**src/rtl/iq_serial_port.sv**
```systemverilog
module iq_serial_port #(
  parameter int WMAX    = 24,
  parameter int WSHORT  = 16,
  parameter int CLK_DIV = 2
) (
  input  logic            clk,
  input  logic            rst_n,
  input  logic            master_i,
  input  logic            wlen24_i,
  input  logic            smp_valid_i,
  input  logic [WMAX-1:0] smp_i_i,
  input  logic [WMAX-1:0] smp_q_i,
  input  logic            sclk_i,
  input  logic            fsync_i,
  output logic            sclk_o,
  output logic            fsync_o,
  output logic            ctl_oe_o,
  output logic            sdo_o,
  output logic            sdo_oe_o
);
  localparam int FMAX = 2 * WMAX;
  localparam int HALF = CLK_DIV / 2;
  localparam int CW   = (HALF > 1) ? $clog2(HALF) : 1;
  localparam int BW   = $clog2(FMAX);
  localparam logic [BW-1:0] LAST_LONG  = BW'(FMAX - 1);
  localparam logic [BW-1:0] LAST_SHORT = BW'(2 * WSHORT - 1);

  logic [2:0]      sc_sync;
  logic [1:0]      fs_sync;
  logic [CW-1:0]   div_cnt;
  logic            sclk_r, fsync_r;
  logic [WMAX-1:0] hold_i, hold_q;
  logic            pend_v, armed, busy;
  logic [BW-1:0]   bitcnt, last_idx;
  logic [FMAX-1:0] shreg, load;

  wire div_wrap = (div_cnt == CW'(HALF - 1));
  wire rise     = master_i ? (div_wrap & ~sclk_r) : (sc_sync[1] & ~sc_sync[2]);
  wire fall     = master_i ? (div_wrap &  sclk_r) : (~sc_sync[1] & sc_sync[2]);
  wire fs_seen  = master_i ? fsync_r : fs_sync[1];
  wire last_bit = busy && (bitcnt == last_idx);

  assign load = wlen24_i ? {hold_i, hold_q}
                         : {hold_i[WSHORT-1:0], hold_q[WSHORT-1:0], {(FMAX-2*WSHORT){1'b0}}};

  assign ctl_oe_o = master_i;
  assign sclk_o   = master_i & sclk_r;
  assign fsync_o  = master_i & fsync_r;
  assign sdo_oe_o = busy;
  assign sdo_o    = busy & shreg[FMAX-1];

  always_ff @(posedge clk or negedge rst_n) begin
    if (!rst_n) begin
      sc_sync <= '0;
      fs_sync <= '0;
    end else begin
      sc_sync <= {sc_sync[1:0], sclk_i};
      fs_sync <= {fs_sync[0], fsync_i};
    end
  end

  always_ff @(posedge clk or negedge rst_n) begin
    if (!rst_n) begin
      div_cnt <= '0;
      sclk_r  <= 1'b0;
    end else if (!master_i) begin
      div_cnt <= '0;
      sclk_r  <= 1'b0;
    end else if (div_wrap) begin
      div_cnt <= '0;
      sclk_r  <= ~sclk_r;
    end else begin
      div_cnt <= div_cnt + 1'b1;
    end
  end

  always_ff @(posedge clk or negedge rst_n) begin
    if (!rst_n) begin
      hold_i <= '0;
      hold_q <= '0;
      pend_v <= 1'b0;
    end else if (smp_valid_i) begin
      hold_i <= smp_i_i;
      hold_q <= smp_q_i;
      pend_v <= 1'b1;
    end else if (rise && armed) begin
      pend_v <= 1'b0;
    end
  end

  always_ff @(posedge clk or negedge rst_n) begin
    if (!rst_n) begin
      armed    <= 1'b0;
      fsync_r  <= 1'b0;
      busy     <= 1'b0;
      bitcnt   <= '0;
      last_idx <= LAST_SHORT;
      shreg    <= '0;
    end else begin
      if (fall && fs_seen && (!busy || last_bit)) armed <= 1'b1;
      else if (rise)                              armed <= 1'b0;

      if (rise && master_i) begin
        if (fsync_r)                         fsync_r <= 1'b0;
        else if (pend_v && !busy && !armed)  fsync_r <= 1'b1;
      end else if (!master_i) begin
        fsync_r <= 1'b0;
      end

      if (rise) begin
        if (armed) begin
          shreg    <= load;
          busy     <= 1'b1;
          bitcnt   <= '0;
          last_idx <= wlen24_i ? LAST_LONG : LAST_SHORT;
        end else if (last_bit) begin
          busy <= 1'b0;
        end else if (busy) begin
          shreg  <= shreg << 1;
          bitcnt <= bitcnt + 1'b1;
        end
      end
    end
  end

  // data line and its enable move only on serial rising edges
  p_edge_only_r2: assert property (@(posedge clk) disable iff (!rst_n)
    !rise |=> ($stable(sdo_o) && $stable(sdo_oe_o)));

  // a frame ends only after its last indexed bit
  p_frame_len_r3: assert property (@(posedge clk) disable iff (!rst_n)
    $fell(sdo_oe_o) |-> ($past(bitcnt) == $past(last_idx)));

  // slave stays silent unless a frame sync was taken
  p_slave_silent_r4: assert property (@(posedge clk) disable iff (!rst_n)
    (!master_i && !armed) |=> !$rose(sdo_oe_o));

  // master frame sync ends exactly as the first bit is driven
  p_fsync_first_bit_r6: assert property (@(posedge clk) disable iff (!rst_n)
    (master_i && $fell(fsync_r)) |-> $rose(sdo_oe_o));
endmodule

```
**config.mk**
```make
export PLATFORM = sky130hd
export DESIGN_NAME = iq_serial_port
export DESIGN_NICKNAME = d
export VERILOG_FILES = /design/src/rtl/iq_serial_port.sv
export SDC_FILE = /design/constraint.sdc
export NUM_CORES = 1
export LEC_CHECK = 0
export ABC_AREA = 1
export BUFFER_PORTS_ARGS = -buffer_cell sky130_fd_sc_hd__buf_2
export CORE_MARGIN = 2
export CORE_UTILIZATION = 55
export CTS_BUF_LIST = sky130_fd_sc_hd__clkbuf_8
export DETAILED_ROUTE_END_ITERATION = 12
export PLACE_DENSITY = 0.85
export SYNTH_ARGS = -nofsm -noshare
export SYNTH_HDL_FRONTEND = slang
export SYNTH_SLANG_ARGS = --single-unit
```
**constraint.sdc**
```tcl
create_clock -name clk -period 3.6 [get_ports clk]
set_input_delay 0.9 -clock clk [delete_from_list [all_inputs] [get_ports clk]]
set_output_delay 0.9 -clock clk [all_outputs]
set_load 0.005 [all_outputs]
```
# Word level (Yosys, flattened, before mapping)

Index checks and enable logic that the tools add are counted.

Flip-flop bits (word level): 119
Logic and storage cells: 72
Output and inout port bits: 5
Bits of input ports: 55

Bitwise gates (word level): 11
Eq/ne operators: 4
Add/subtract/negate cells: 2
Muxes and demuxes: 25
Reduce and logical (&&, ||, !) cells: 17

Operators with widths:

| kind                                                   | number |
|---|---|
| 2-to-1 mux 48 bit                                      | 4 |
| 2-to-1 mux 6 bit                                       | 4 |
| 2-to-1 mux 1 bit                                       | 17 |
| nonzero test 2 bit                                     | 4 |
| bitwise AND 1 bit                                      | 7 |
| logical AND 1 bit                                      | 7 |
| adder 6 x 1 -> 6 bit (second input constant)           | 1 |
| == test 6 bit                                          | 1 |
| inequality test 2 bit (second input constant)          | 2 |
| NOT 1 bit                                              | 4 |
| AND reduction 2 bit                                    | 2 |
| AND reduction 3 bit                                    | 1 |
| logical NOT 1 bit                                      | 2 |
| inequality test 2 x 1 -> 1 bit (second input constant) | 1 |
| adder 1 bit (second input constant)                    | 1 |
| logical OR 1 bit                                       | 1 |

# Logic depth before layout (Yosys ltp)

Depth after elaboration: 6
Mapped depth: 9
Mapped depth without buffers: 8

# Worst setup path before layout

No wires, ideal clock.

Path type: input port to output port
From: input port master_i
To: output port ctl_oe_o
Data required time: 2.700 ns
Buffers on the path: 1
Slack: 1.689 ns
Cell stages on the path: 1
Arrival time: 1.011 ns
Path through: buf_4

RTL lines:

| what            | RTL line | text |
|---|---|---|
| start, declared | 8        | `input logic master_i,` |
| end, declared   | 17       | `output logic ctl_oe_o,` |

No word-level cell between the ends.

# Worst setup path in the final report

From: input port master_i
To: output port fsync_o

Longest elaborated chain between the ends: 1

RTL lines:

| what              | RTL line | text |
|---|---|---|
| bitwise AND 1 bit | 48       | `assign fsync_o = master_i & fsync_r;` |
| end, declared     | 16       | `output logic fsync_o,` |

Every way passes these cells.

==> out/results.ini <==
[timing]
setup_ws_ps=1450
hold_ws_ps=343
min_period_over_period_pct=59.7
slew_violations=0
setup-tns-final_ps=0
skew_ps=10.7
setup-violations-final=0
relSlewSlack_pct=32.6
tightest_slew_ps=1000
rsz0062_at_grt=false
fin_crit_ps=2150
finalHoldViolCount=0
fmax_mhz=465

[die]
dieArea_mm2=0.0105
io_pins=60
fp.dieW_um=103
initial_core_util_pct=57.3
row_count=35
die_y_um=103
core_area_mm2=0.00933

[routing]
postRouteAntennaNets=0
dr.first_iter.drc_count=479
viasPerCell=5.41
drc=0
avgRoutedWirePerCell_um=14.5
wl_um=12700
firstDrtPassIters=5
vias=4735

[finish]
layout-drive-gt1-share_pct=14.6
diodes=0
layout_commonest_cell=nand2_1
finish.utilization_pct=64.5
seq_area_mm2=0.00285
n_fill_cell=772
multi_input_area_mm2=0.00213
mostFrequentLayoutCells=287 x nand2_1, 113 x dfrtp_1, 89 x o21ai_0
synthToLayoutAreaGrowth_pct=12.4
nNetsFinal=790

[hold_path]
hold_path_class=flop to flop
worstHoldPathCells=0

[cts]
cts_made_buffers=17
post_cts_buffers=0
cts-root-buf=clkbuf_8
postCtsHoldBufs=0
clk_pin_slew_ps=70
cts_tree=yes
cts_sinks=114
cts_htree_levels=4
clk_path_buf_depth=2
clock_latency_ps=420
post_cts_resized=0

[yosys]
synth_seq_cells=114
synth_area_mm2=0.00535
synth_nets=746
synth.yosys.seq_area_share_pct=53.4
ys_types=25
syn_area_per_cell_um2=7.75
ys_warn_count=0
synthCells=690

[global_routing]
antenna_found_initial=0
grt_start_max_net_pins=64
overflow=0
grt_pass1_wl_um=21300
grt_usage_pct=26.0
grt_pass1_vias=4527

[worst_setup_path]
path_max_fanout=5
criticalPathCategory=input port to output pin
crit_path_start_kind=input port
end_kind=output pin
required_ps=2700
r2r.worst_path.cells=9
cp.arrival_ps=1250

[place]
place.gp.congestion=0.882
dp_slack_ps=1230
place_hpwl_um=7850
port_buffers=59

[power_and_ir_drop]
powerDensity_mw_per_mm2=540
peakVddDrop_mv=0.246
total_power_uw=3250
leakagePower_uw=0.00321

[run_status]
status=finished, final reports clean

[run]
drv_cap=0

sequential cells by signal, summed over array words and instances, names as in the netlist:
name      count
shreg        48
hold_i       24
hold_q       24
bitcnt        6
sc_sync       3
fs_sync       2
last_idx      2
armed         1
fsync_r       1
pend_v        1
sclk_r        1
sdo_oe_o      1
report_power, final:
part	total (µW)	internal (µW)	switching [µW]
logic	521	206	315
registers	1610	1480	136
clock network	1110	608	506
total	3250	2290	958
routing by layer:
metal / vias to the layer above / routed length (µm) / GRT usage, %
li1: 2273 / - / -
met1: 2204 / 5470 / 36.4
met2: 232 / 5760 / 40.4
met3: 26 / 1240 / 6.17
met4: 0 / 193 / 8.62
met5: - / 0 / 0
path summary, 6_finish.rpt:
check	from	end	slack, ps
worst max-delay path	master_i	fsync_o	1450
worst min-delay path	fs_sync[0]	fs_sync[1]	340
worst max register to register	bitcnt[0]	shreg[21]	1670
worst min register to register	fs_sync[0]	fs_sync[1]	340
max in group asynchronous	rst_n	hold_q[20]	2310
min in group asynchronous	rst_n	bitcnt[1]	530
cell type report:
cell class,count,area share (%)
clock buffer,21,4.81
tap,129,2.68
multi-input combinational,499,35.4
clock inverter,11,1.44
inverter,33,2.06
sequential,114,47.5
timing repair buffer,69,6.20
through the flow:
step | std cells | area [µm²]
2_1_floorplan | 690 | 5350
3_3_place_gp | 844 | 5640
3_5_place_dp | 844 | 5640
4_1_cts | 876 | 6010
5_1_grt | 876 | 6010
6_report | 876 | 6010
cell usage after synthesis:
master    count  share of area [%]
a21oi_1       2               0.19
buf_1         2               0.14
buf_2         9               0.84
buf_4         6               0.84
buf_6         6                1.3
clkbuf_1     21                1.5
clkinv_1      2               0.14
dfrtp_1     113                 53
dfstp_2       1               0.49
ha_1          1               0.23
inv_1        30                2.1
inv_2         1              0.070
nand2_1     287                 20
nand2_2       4               0.47
nand3_1      58                5.4
nand3_2       2               0.37
nor2_1       42                2.9
nor2_4        1               0.21
o211ai_1      1               0.14
o21a_1        1               0.14
o21ai_0      89                8.3
o21ai_1       8               0.75
o22ai_1       1               0.12
o31ai_1       1               0.14
xnor2_1       1               0.16
worst max-delay path, cell delays in order:
cell and delay [ps]:
buf_2 130, nand2_1 60, inv_1 60, buf_2 100
logic make-up (layout without fill, tap and decap cells):
logic type	after synthesis	in the layout	share of synthesized area [%]
AND/OR/NAND/NOR	394	394	29.6
flip-flops	114	114	53.4
adder cells (fa/ha/maj)	1	1	0.234
XOR/XNOR	1	1	0.164
buffers and inverters	77	134	6.88
AO/OA/AOI/OAI	103	103	9.80
Note: power is estimated with default switching activity, not from simulation.
